--- src/rtl/rol_pkg.sv ---
package rol_pkg;

    localparam int RIDX_W = 3;
    localparam logic [3:0] GROUP_CODE = 4'b0101;

    // {bit9, bits[11:10]}
    typedef enum logic [2:0] {
        OP_SW  = 3'b000,
        OP_SB  = 3'b001,
        OP_LW  = 3'b010,
        OP_LBU = 3'b011,
        OP_SH  = 3'b100,
        OP_LHU = 3'b101,
        OP_LBS = 3'b110,
        OP_LHS = 3'b111
    } rol_op_e;

    typedef enum logic [1:0] {
        SZ_BYTE = 2'd0,
        SZ_HALF = 2'd1,
        SZ_WORD = 2'd2
    } rol_size_e;

    typedef enum logic [1:0] {
        ST_IDLE   = 2'd0,
        ST_ACCESS = 2'd1,
        ST_REJECT = 2'd2
    } rol_state_e;

    function automatic logic op_is_load(input rol_op_e op);
        case (op)
            OP_SW, OP_SB, OP_SH: return 1'b0;
            default:             return 1'b1;
        endcase
    endfunction

    function automatic rol_size_e op_size(input rol_op_e op);
        case (op)
            OP_SW, OP_LW:          return SZ_WORD;
            OP_SB, OP_LBU, OP_LBS: return SZ_BYTE;
            default:               return SZ_HALF;
        endcase
    endfunction

endpackage

--- src/rtl/rol_decode.sv ---
module rol_decode
    import rol_pkg::*;
(
    input  logic [15:0]       instr,
    output logic              hit,
    output rol_op_e           op,
    output logic [RIDX_W-1:0] off_idx,
    output logic [RIDX_W-1:0] base_idx,
    output logic [RIDX_W-1:0] dat_idx,
    output logic              is_load,
    output rol_size_e         size
);

    always_comb begin
        hit      = (instr[15:12] == GROUP_CODE);
        op       = rol_op_e'({instr[9], instr[11:10]});
        off_idx  = instr[8:6];
        base_idx = instr[5:3];
        dat_idx  = instr[2:0];
        is_load  = op_is_load(op);
        size     = op_size(op);
    end

endmodule

--- src/rtl/rol_agen.sv ---
module rol_agen
    import rol_pkg::*;
#(
    parameter int XLEN = 32
) (
    input  logic [XLEN-1:0] base,
    input  logic [XLEN-1:0] off,
    input  logic [XLEN-1:0] dat,
    input  rol_size_e       size,
    output logic [XLEN-1:0] bus_addr,
    output logic [1:0]      lo,
    output logic [XLEN-1:0] wdata
);

    localparam int HALF_W = 16;
    localparam int BYTE_W = 8;

    logic [XLEN-1:0] eff;

    always_comb begin
        eff = base + off;
        lo  = eff[1:0];
        case (size)
            SZ_WORD: begin
                bus_addr = {eff[XLEN-1:2], 2'b00};
                wdata    = dat;
            end
            SZ_HALF: begin
                bus_addr = {eff[XLEN-1:1], 1'b0};
                wdata    = {{(XLEN-HALF_W){1'b0}}, dat[HALF_W-1:0]};
            end
            default: begin
                bus_addr = eff;
                wdata    = {{(XLEN-BYTE_W){1'b0}}, dat[BYTE_W-1:0]};
            end
        endcase
    end

    always_comb begin
        if (size == SZ_WORD) begin

            word_low_zero_chk: assert (bus_addr[1:0] == 2'b00 || $isunknown(size));
        end
    end

endmodule

--- src/rtl/rol_lalign.sv ---
module rol_lalign
    import rol_pkg::*;
#(
    parameter int XLEN = 32
) (
    input  rol_op_e         op,
    input  logic [1:0]      lo,
    input  logic [XLEN-1:0] rdata,
    output logic [XLEN-1:0] result
);

    localparam int SH_W   = $clog2(XLEN);
    localparam int HALF_W = 16;
    localparam int BYTE_W = 8;

    function automatic logic [XLEN-1:0] rotr(input logic [XLEN-1:0] x,
                                              input logic [SH_W-1:0] sh);
        logic [2*XLEN-1:0] d;
        d = {x, x} >> sh;
        return d[XLEN-1:0];
    endfunction

    logic [SH_W-1:0] sh_word;
    logic [SH_W-1:0] sh_half;

    always_comb begin
        sh_word = SH_W'({lo, 3'b000});
        sh_half = SH_W'({lo[0], 3'b000});
        case (op)
            OP_LW:  result = rotr(rdata, sh_word);
            OP_LHU: result = rotr({{(XLEN-HALF_W){1'b0}}, rdata[HALF_W-1:0]}, sh_half);
            OP_LHS: result = {{(XLEN-HALF_W){rdata[HALF_W-1]}}, rdata[HALF_W-1:0]};
            OP_LBU: result = {{(XLEN-BYTE_W){1'b0}}, rdata[BYTE_W-1:0]};
            OP_LBS: result = {{(XLEN-BYTE_W){rdata[BYTE_W-1]}}, rdata[BYTE_W-1:0]};
            default: result = '0;
        endcase
    end

endmodule

--- src/rtl/rol_ldst_unit.sv ---
module rol_ldst_unit
    import rol_pkg::*;
#(
    parameter int XLEN = 32
) (
    input  logic              clk,
    input  logic              rst_n,
    input  logic              start,
    input  logic [15:0]       instr,
    output logic              done,
    output logic              unhandled,
    output logic [RIDX_W-1:0] rf_base_idx,
    output logic [RIDX_W-1:0] rf_off_idx,
    output logic [RIDX_W-1:0] rf_dat_idx,
    input  logic [XLEN-1:0]   rf_base_val,
    input  logic [XLEN-1:0]   rf_off_val,
    input  logic [XLEN-1:0]   rf_dat_val,
    output logic              rf_we,
    output logic [RIDX_W-1:0] rf_waddr,
    output logic [XLEN-1:0]   rf_wdata,
    output logic              mem_req,
    output logic              mem_we,
    output logic [1:0]        mem_size,
    output logic [XLEN-1:0]   mem_addr,
    output logic [XLEN-1:0]   mem_wdata,
    input  logic              mem_ready,
    input  logic [XLEN-1:0]   mem_rdata
);

    rol_state_e state_q, state_d;

    logic              dec_hit;
    rol_op_e           dec_op;
    logic              dec_load;
    rol_size_e         dec_size;
    logic [XLEN-1:0]   gen_addr;
    logic [1:0]        gen_lo;
    logic [XLEN-1:0]   gen_wdata;

    rol_op_e           op_q;
    logic              load_q;
    rol_size_e         size_q;
    logic [XLEN-1:0]   addr_q;
    logic [XLEN-1:0]   wdata_q;
    logic [1:0]        lo_q;
    logic [RIDX_W-1:0] rd_q;
    logic [XLEN-1:0]   aligned;

    rol_decode u_decode (
        .instr    (instr),
        .hit      (dec_hit),
        .op       (dec_op),
        .off_idx  (rf_off_idx),
        .base_idx (rf_base_idx),
        .dat_idx  (rf_dat_idx),
        .is_load  (dec_load),
        .size     (dec_size)
    );

    rol_agen #(.XLEN(XLEN)) u_agen (
        .base     (rf_base_val),
        .off      (rf_off_val),
        .dat      (rf_dat_val),
        .size     (dec_size),
        .bus_addr (gen_addr),
        .lo       (gen_lo),
        .wdata    (gen_wdata)
    );

    rol_lalign #(.XLEN(XLEN)) u_lalign (
        .op     (op_q),
        .lo     (lo_q),
        .rdata  (mem_rdata),
        .result (aligned)
    );

    // State register
    always_ff @(posedge clk or negedge rst_n) begin
        if (!rst_n) begin
            state_q <= ST_IDLE;
        end else begin
            state_q <= state_d;
        end
    end

    // Request capture on an accepted start
    always_ff @(posedge clk or negedge rst_n) begin
        if (!rst_n) begin
            op_q    <= OP_SW;
            load_q  <= 1'b0;
            size_q  <= SZ_BYTE;
            addr_q  <= '0;
            wdata_q <= '0;
            lo_q    <= 2'b00;
            rd_q    <= '0;
        end else if (state_q == ST_IDLE && start && dec_hit) begin
            op_q    <= dec_op;
            load_q  <= dec_load;
            size_q  <= dec_size;
            addr_q  <= gen_addr;
            wdata_q <= dec_load ? '0 : gen_wdata;
            lo_q    <= gen_lo;
            rd_q    <= rf_dat_idx;
        end
    end

    // Next state and outputs
    always_comb begin
        state_d   = state_q;
        done      = 1'b0;
        unhandled = 1'b0;
        rf_we     = 1'b0;
        mem_req   = 1'b0;
        unique case (state_q)
            ST_IDLE: begin
                if (start) begin
                    state_d = dec_hit ? ST_ACCESS : ST_REJECT;
                end
            end
            ST_ACCESS: begin
                mem_req = 1'b1;
                if (mem_ready) begin
                    done    = 1'b1;
                    rf_we   = load_q;
                    state_d = ST_IDLE;
                end
            end
            ST_REJECT: begin
                unhandled = 1'b1;
                state_d   = ST_IDLE;
            end
            default: state_d = ST_IDLE;
        endcase
    end

    assign mem_we    = ~load_q;
    assign mem_size  = size_q;
    assign mem_addr  = addr_q;
    assign mem_wdata = wdata_q;
    assign rf_waddr  = rd_q;
    assign rf_wdata  = aligned;


    req_hold_chk: assert property (@(posedge clk) disable iff (!rst_n)
        (mem_req && !mem_ready) |=> (mem_req && $stable(mem_addr) &&
                                     $stable(mem_size) && $stable(mem_we)));


    issue_next_chk: assert property (@(posedge clk) disable iff (!rst_n)
        (state_q == ST_IDLE && start && instr[15:12] == 4'b0101) |=> mem_req);


    done_pulse_chk: assert property (@(posedge clk) disable iff (!rst_n)
        done |=> (!done && !mem_req));


    we_in_done_chk: assert property (@(posedge clk) disable iff (!rst_n)
        rf_we |-> done);


    store_no_we_chk: assert property (@(posedge clk) disable iff (!rst_n)
        (mem_req && mem_we) |-> !rf_we);


    reject_quiet_chk: assert property (@(posedge clk) disable iff (!rst_n)
        unhandled |-> (!mem_req && !done && !rf_we));


    reject_pulse_chk: assert property (@(posedge clk) disable iff (!rst_n)
        unhandled |=> !unhandled);


    half_align_chk: assert property (@(posedge clk) disable iff (!rst_n)
        (mem_req && mem_size == 2'd1) |-> !mem_addr[0]);


    word_align_chk: assert property (@(posedge clk) disable iff (!rst_n)
        (mem_req && mem_size == 2'd2) |-> (mem_addr[1:0] == 2'b00));

endmodule

--- config.mk ---
export PLATFORM = sky130hd
export DESIGN_NAME = rol_ldst_unit
export DESIGN_NICKNAME = d
export VERILOG_FILES = /design/src/rtl/rol_pkg.sv /design/src/rtl/rol_decode.sv /design/src/rtl/rol_agen.sv /design/src/rtl/rol_lalign.sv /design/src/rtl/rol_ldst_unit.sv
export SDC_FILE = /design/constraint.sdc
export NUM_CORES = 1
export LEC_CHECK = 0
export BUFFER_PORTS_ARGS = -buffer_cell sky130_fd_sc_hd__buf_2
export CAP_MARGIN = 0
export CORE_UTILIZATION = 51
export CTS_CLUSTER_DIAMETER = 200
export CTS_CLUSTER_SIZE = 24
export DETAILED_ROUTE_END_ITERATION = 10
export PLACE_DENSITY = 0.91
export SKIP_CTS_REPAIR_TIMING = 1
export SLEW_MARGIN = 20
export SYNTH_ARGS = -nofsm -noshare
export SYNTH_HDL_FRONTEND = slang
export SYNTH_HIERARCHICAL = 1
export SYNTH_SLANG_ARGS = --single-unit
--- constraint.sdc ---
create_clock -name clk -period 2 [get_ports clk]
set_clock_uncertainty 0.15 [all_clocks]
set_input_delay 0.2 -clock clk [delete_from_list [all_inputs] [get_ports clk]]
set_output_delay 0.2 -clock clk [all_outputs]
set_load 0.1 [all_outputs]
==> results.md, run 1 <==
* Run status: finished with violations
* Failing checks: setup timing
* Clock latency at the later pin of the worst-skew pair at 350 ps
* Synth Cell Area at 6820 um2
* Slew HR at 61.1%
* CP top delay family: compound AO/OA/AOI/OAI gates
* EDFF count, synth at 0
* Worst r2r src: state_q[1]
* RSZ-0062 raised after global routing: yes
* Initial Util at 53.2%
* Post-synthesis cell count at 672
* Top Ports at 263
* Routed length per instance at 22.6 um
* Max-cap violation count at 0
* Longest Clk Path Bufs at 2
* Nets at 1191
* Synthesis Warnings at 6
* Routed wire length at 26900 um
* Share of cells above drive strength 1 at 64.3%
* DRC Markers at 0
* Via density at 6.17
* DIE AREA at 13800 um2
* Fmax at 0.389 GHz
* CP max stage cell: o2111ai_1
* Worst-Margin Slew at 583 ps
* Synth top area share at 28.3%
* Die H at 118 um
* Vias in the first global route at 6819
* Worst min-delay path category: input port to flip-flop
* First-pass GRT wire length at 34800 um
* N_diodes at 0
* Setup WS post-layout at -569 ps
* Synth cell types at 70
* Proportion of synthesized chip area in sequential cells at 28.3%
* Final Hold Viols at 0
* Post-route ant nets at 0
* Overall Power at 12.8 mW
* Core box area at 12800 um2
* Number of iterations in the first detailed-routing pass at 5
* I/O Buffers at 250
* Dpl hpwl at 16800 um
* Die Width at 118 um
* RePlAce Congestion at 0.863
* Top_reg_cell synth: dfrtp_1
* Fill count at 580
* CP arrival at 2660 ps
* Area Overhead vs Synth at 62.5%
* Antenna violations before repair at 0
* Routed vias at 7312
* Hold path start: mem_ready
* Cell taking the most area after synthesis: dfrtp_1
* Clock transition at path regs at 70 ps
* Critical path type: input port to flip-flop
* CP required at 2090 ps
* Top cell by count, worst path: buf_6
* Global route overflow at 0
* Max FO, Critical Path at 3
* Largest cells by area after synthesis: dfrtp_1, mux2_2, mux2_4
* Synth Area per Inst at 10.1 um2
* Worst setup SP type: input port
* Crit share post-route at 128%
* CTS tree: built
* Final setup viols at 56
* #FFs+latches synth at 77
* Crit-path max cell delay at 370 ps
* CTS Root Cell: clkbuf_16
* Rows at 41
* Sink Count at 77
* Leakage at 5.18 nW
* Worst setup EP type: flip-flop
* WP buf/inv at 4
* Max Slew Vio Count at 0
* CP Launch Point: rf_base_val[5]
* Max VDD drop at 1060 uV
* Synth async-reset ratio at 100%
* Htree depth at 3
* Largest net degree at the start of global routing at 46
* WHS at 18.4 ps
* PwrDens at 1160 nW/um2
* Syn Nets at 854
* DRT iter0 DRCs at 592
* Cell Chain, Critical Path: buf_6 > ha_4 > buf_6 > buf_6 > nand4_1 > buf_4 > o22ai_4 > o21ai_2 > o211ai_1 > o2111ai_1 > nor2b_4 > o311ai_2 > mux2_4
* Tmin final at 2570 ps
* Global Route Usage Sum at 31.1%
* CTS Buf Count at 9
cells in the mapped netlist (3+ instances only):
master    count
buf_12        5
o22ai_1      11
o221ai_1      6
ha_1         33
mux4_2        4
nor2_1       17
o211ai_2      6
o21bai_1      3
clkbuf_1     14
o21ai_1       8
buf_2        11
o21ai_0      19
nand4_1       9
mux2_4       39
nor4b_1       3
inv_1        18
and3_1        3
a21oi_1      27
a21o_1       23
nor3_1        4
dfrtp_1      77
xnor2_1      17
a31oi_1      12
nand3_1       7
nor2b_1      43
nand2b_1      5
nor4_1        4
and2_1       26
mux2_2       64
buf_4        26
nand2_1      39
buf_6         5
mux2i_1      30
xor2_1       10
metal layers:
metal	track usage [%]	part of all wire, %	wire length, um
met5	0	0	0
met4	13.6	6.6	1780
met3	5.14	7.0	1890
met2	56.8	51	13700
met1	35.3	35	9480
cell families after synthesis:
kind of cell	after synthesis	synth area share, %
compound gates	139	14.3
buf+inv	84	8.22
simple gates	173	14.4
mux	138	25.0
fa+ha+maj	34	6.35
xor+xnor	27	3.47
flops	77	28.3
worst reg2reg max path, delay by kind of cell (launching register included):
family	cells	cell delay [ps]
buffers and inverters	1	260
AND/OR/NAND/NOR	1	380
flip-flops	1	430
multiplexers	1	420
placed cells by master, fill, tap and decap left out, types with 12 or more instances in the layout:
cell type  count
a21o_1        23
a21oi_1       17
and2_1        25
buf_12        42
buf_2        212
buf_4        109
buf_6         17
clkbuf_16     12
dfrtp_1       74
ha_1          21
inv_1         17
mux2_2        58
mux2_4        46
mux2i_4       21
nand2_1       34
nor2_1        16
nor2b_1       41
xnor2_1       14
final cells by class:
| class | count | area [um2] | area share, % |
|---|---|---|---|
| Timing Repair Buffer | 390 | 3050 | 27.6 |
| Sequential cell | 77 | 1930 | 17.4 |
| Multi-Input combinational cell | 512 | 5530 | 49.9 |
| Clock buffer | 9 | 225 | 2.03 |
| Inverter | 19 | 72.6 | 0.655 |
| Clock inverter | 7 | 56.3 | 0.508 |
| Tap cell | 172 | 215 | 1.94 |
report_power, final:
group | internal (mW) | switching (mW)
Sequential | 1.88 | 0.248
Clock | 0.857 | 0.755
Combinational | 3.10 | 6.00
Total | 5.85 | 7.00
per-stage QoR:
step / cell area, um2 / TNS, ps / utilization (%) / instances / setup WS [ps]
6_report: 11100 / -14890 / 86.4 / 1186 / -569
5_1_grt: 11100 / -16920 / 86.4 / 1186 / -573
4_1_cts: 10100 / -15570 / 78.4 / 1155 / -528
3_5_place_dp: 9780 / -14530 / 76.3 / 1139 / -885
3_3_place_gp: 9780 / -12950 / 76.3 / 1139 / -831
2_1_floorplan: 7450 / -5630 / - / 672 / -692
sequential cells by signal (all words and copies together) (netlist names):
name       cells
lo_q           2
load_q         1
mem_addr      32
mem_size       2
mem_wdata     32
op_q           3
rf_waddr       3
state_q        2
worst paths after layout:
check | end | slack [ps] | cells after the start
min in group asynchronous | rf_waddr[2] | 280 | 2
min | state_q[0] | 20 | 3
max in group asynchronous | mem_addr[14] | 810 | 3
min reg2reg | state_q[1] | 350 | 1
max | mem_addr[31] | -570 | 13
max reg2reg | op_q[2] | 230 | 3
Note: power is estimated with default switching activity, not from simulation.
==> run 2: changes to the inputs <==
Settings changed: CTS_BUF_LIST set to sky130_fd_sc_hd__clkbuf_4 sky130_fd_sc_hd__clkbuf_8 sky130_fd_sc_hd__clkbuf_16, TNS_END_PERCENT set to 20.
==> results.md, run 2 (synthesis gave the netlist of run 1 again) <==
* Run status: finished with violations
* Failing checks: setup timing
* Critical path type: input port to flip-flop
* Fill count at 689
* Crit-path max cell delay at 390 ps
* CP arrival at 2590 ps
* Htree depth at 3
* Commonest non-fill, non-tap cell in the layout: buf_2
* Final Hold Viols at 0
* PwrDens at 1180 nW/um2
* Leakage at 4.99 nW
* Share of cells above drive strength 1 at 59.8%
* Nets at 1155
* Most frequent cells in the layout: buf_2, buf_4, dfrtp_1
* Global route overflow at 0
* Clock transition at path regs at 60 ps
* Cell Chain, Critical Path: buf_6 > ha_4 > buf_6 > nand4_1 > nor4_4 > o21ai_1 > o211ai_1 > buf_4 > o21ai_4 > buf_6 > buf_6 > xnor2_2 > mux2_4
* Finished Layout Cells at 1150
* Setup WS post-layout at -518 ps
* Top cell by count, worst path: buf_6
* Rows at 41
* Hold path start: instr[1]
* Initial Util at 53.2%
* Clock latency at the later pin of the worst-skew pair at 330 ps
* Core box area at 12800 um2
* Placed Cells incl. Taps at 1122
* Routed length per instance at 21.6 um
* Die Width at 118 um
* Number of iterations in the first detailed-routing pass at 5
* CTS tree: built
* DRT iter0 DRCs at 576
* Global Route Usage Sum at 29.9%
* Worst setup EP type: flip-flop
* First-pass GRT wire length at 33400 um
* Dpl hpwl at 16200 um
* Max-cap violation count at 0
* Crit share post-route at 126%
* Post-route ant nets at 0
* Fmax at 0.397 GHz
* CTS Buf Count at 9
* RePlAce Congestion at 0.978
* Worst min-delay path category: input port to flip-flop
* Routed wire length at 24800 um
* CP max stage cell: nor4_4
* Longest Clk Path Bufs at 2
* RSZ-0062 raised after global routing: yes
* I/O Buffers at 250
* CTS Root Cell: clkbuf_16
* Tmin final at 2520 ps
* Die H at 118 um
* DRC Markers at 0
* CP Launch Point: rf_off_val[5]
* Sink Count at 77
* Final setup viols at 56
* Largest net degree at the start of global routing at 44
* Worst-Margin Slew at 663 ps
* CP required at 2070 ps
* Max FO, Critical Path at 3
* Antenna violations before repair at 0
* N_diodes at 0
* DIE AREA at 13800 um2
* Max Slew Vio Count at 0
* Worst setup SP type: input port
* Top Ports at 263
* Vias in the first global route at 6845
* Routed vias at 7028
* Slew HR at 55.3%
* Max VDD drop at 1100 uV
* Via density at 6.11
* Worst r2r src: state_q[1]
* Area Overhead vs Synth at 52.7%
* Setup TNS at -13500 ps
[run 2: worst max-delay path, delay by kind of cell]
| family | cells | cell delay (ps) |
|---|---|---|
| AO/OA/AOI/OAI | 3 | 420 |
| XOR/XNOR | 1 | 130 |
| adder cells (fa/ha/maj) | 1 | 270 |
| buffers and inverters | 5 | 670 |
| multiplexers | 1 | 270 |
| AND/OR/NAND/NOR | 2 | 630 |
[run 2: layout make-up]
type	count	area, um2	share of cell area (%)
Clock buffer	11	246	2.37
Clock inverter	5	82.6	0.793
Inverter	19	71.3	0.685
Multi-Input combinational cell	511	5170	49.6
Sequential cell	77	1930	18.5
Tap cell	172	215	2.07
Timing Repair Buffer	355	2700	26.0
[run 2: final timing paths]
kind	cells past startpoint	end	slack, ps
setup / recovery	13	mem_addr[23]	-520
setup reg to reg	3	mem_addr[20]	230
min in group asynchronous	2	mem_wdata[19]	200
hold / removal	2	rf_waddr[1]	10
hold reg to reg	1	mem_size[0]	350
max in group asynchronous	3	mem_addr[12]	920
[run 2: layer usage]
layer / vias to the layer above / global-route usage, % / wire [um]
li1: 3020 / - / -
met1: 3367 / 32.8 / 8470
met2: 498 / 55.5 / 13200
met3: 143 / 5.04 / 1790
met4: 0 / 14.1 / 1380
met5: - / 0 / 0
[run 2: metrics by stage]
stage	hold WS, ps	setup WS, ps	area [um2]	utilization (%)	total power, mW
2_1_floorplan	-246	-692	7070	-	7.88
6_report	12.8	-518	10400	81.2	12.3
4_1_cts	-350	-607	9650	75.2	11.7
3_3_place_gp	22.1	-849	9320	72.7	9.67
5_1_grt	-1.31	-518	10400	81.2	12.6
3_5_place_dp	20.1	-909	9320	72.7	9.84
[run 2: where the power goes]
group / total [mW] / leakage, nW / internal [mW] / switching, mW
clock network: 1.83 / 0.164 / 1.15 / 0.682
registers: 2.13 / 1.01 / 1.88 / 0.244
logic: 8.32 / 3.82 / 2.72 / 5.61
total: 12.3 / 4.99 / 5.75 / 6.53
==> run 3: changes to the inputs <==
Settings changed: MAX_ROUTING_LAYER set to met4.
==> results.md, run 3 (synthesis gave the netlist of run 1 again) <==
* Run status: finished with violations
* Failing checks: setup timing
* Worst min-delay path category: input port to flip-flop
* CP required at 2070 ps
* Core box area at 12800 um2
* DIE AREA at 13800 um2
* Nets at 1153
* RSZ-0062 raised after global routing: yes
* I/O Buffers at 250
* Clock transition at path regs at 70 ps
* Post-route ant nets at 0
* Worst setup EP type: flip-flop
* CP Launch Point: rf_base_val[0]
* PwrDens at 1170 nW/um2
* Routed wire length at 23400 um
* Vias in the first global route at 6822
* Max-cap violation count at 0
* Routed vias at 6795
* CTS Root Cell: clkbuf_16
* Worst r2r src: state_q[0]
* CTS Buf Count at 9
* Worst-Margin Slew at 530 ps
* DRT iter0 DRCs at 624
* Slew HR at 64.3%
* Worst slack at placement at -1010 ps
* Final setup viols at 55
* Cell Area, Placed at 9320 um2
* Rows at 41
* First-pass GRT wire length at 33400 um
* DRC Markers at 0
* Tmin final at 2480 ps
* Max Slew Vio Count at 0
* Critical path type: input port to flip-flop
* WHS at 13.4 ps
* Longest Clk Path Bufs at 2
* Overall Power at 11.8 mW
* Global Route Usage Sum at 30.8%
* RePlAce Congestion at 0.996
* Die Width at 118 um
* Most frequent cells in the layout: buf_2, buf_4, dfrtp_1
* Share of cells above drive strength 1 at 58.3%
* Antenna violations before repair at 0
* Global route overflow at 0
* N_diodes at 0
* Top Ports at 263
* Max VDD drop at 962 uV
* Commonest non-fill, non-tap cell in the layout: buf_2
* Worst setup SP type: input port
* Number of iterations in the first detailed-routing pass at 5
* Area Overhead vs Synth at 48.8%
* Initial Util at 53.2%
* Dpl hpwl at 16500 um
* CTS tree: built
* Final core occ at 79.1%
* Final Hold Viols at 0
* Die H at 118 um
* Fmax at 0.403 GHz
* Sink Count at 77
* Leakage at 4.93 nW
* Design Area, Final at 10100 um2
* Crit share post-route at 124%
* Routed length per instance at 20.4 um
* Via density at 5.92
* CP arrival at 2550 ps
* Hold path start: mem_ready
* Htree depth at 3
* Fill count at 734
* Setup WS post-layout at -484 ps
* Largest net degree at the start of global routing at 44
* Clock latency at the later pin of the worst-skew pair at 340 ps
* Max FO, Critical Path at 3
-- run 3: critical path, stage by stage --
cell,delay [ps]
buf_6,100
ha_4,160
fa_2,360
a21o_1,180
a221o_2,390
buf_4,170
a21oi_4,160
nor2_1,70
nor2_1,170
o21ai_0,140
xor2_1,180
mux2_4,280
-- run 3: worst paths after layout --
check	slack (ps)	cells past startpoint	to
max	-480	12	mem_addr[16]
min	10	3	state_q[0]
max reg2reg	210	3	mem_wdata[11]
min reg2reg	350	1	mem_addr[30]
max in group asynchronous	920	3	mem_addr[7]
min in group asynchronous	200	2	mem_wdata[18]
-- run 3: where the power goes --
group / switching [mW] / total (mW) / internal, mW
Clock: 0.723 / 1.58 / 0.857
Combinational: 5.51 / 8.15 / 2.64
Sequential: 0.236 / 2.12 / 1.88
-- run 3: cell type report --
cell class,instances,area [um2],area share (%)
clock buffers,9,225,2.22
multi-input cells,511,4980,49.1
repair buffers,353,2670,26.3
inverters,19,71.3,0.703
clock inverters,7,56.3,0.555
flip-flops and latches,77,1930,19.0
well taps,172,215,2.12
-- run 3: stage by stage --
stage,cells,TNS (ps)
after floorplan,672,-12680
after global placement,1122,-15400
after detailed placement,1122,-19140
after CTS,1138,-18690
after global routing,1148,-15110
final,1148,-12280
-- run 3: routing by layer --
| layer | global-route usage (%) | routed length (um) | vias up | part of all wire, % |
|---|---|---|---|---|
| met5 | - | 0 | - | 0 |
| met1 | 32.2 | 8100 | 3230 | 35 |
| met4 | 16.3 | 1310 | 0 | 5.6 |
| met3 | 5.72 | 1500 | 130 | 6.4 |
| met2 | 54.9 | 12500 | 427 | 53 |
| li1 | - | - | 3008 | - |
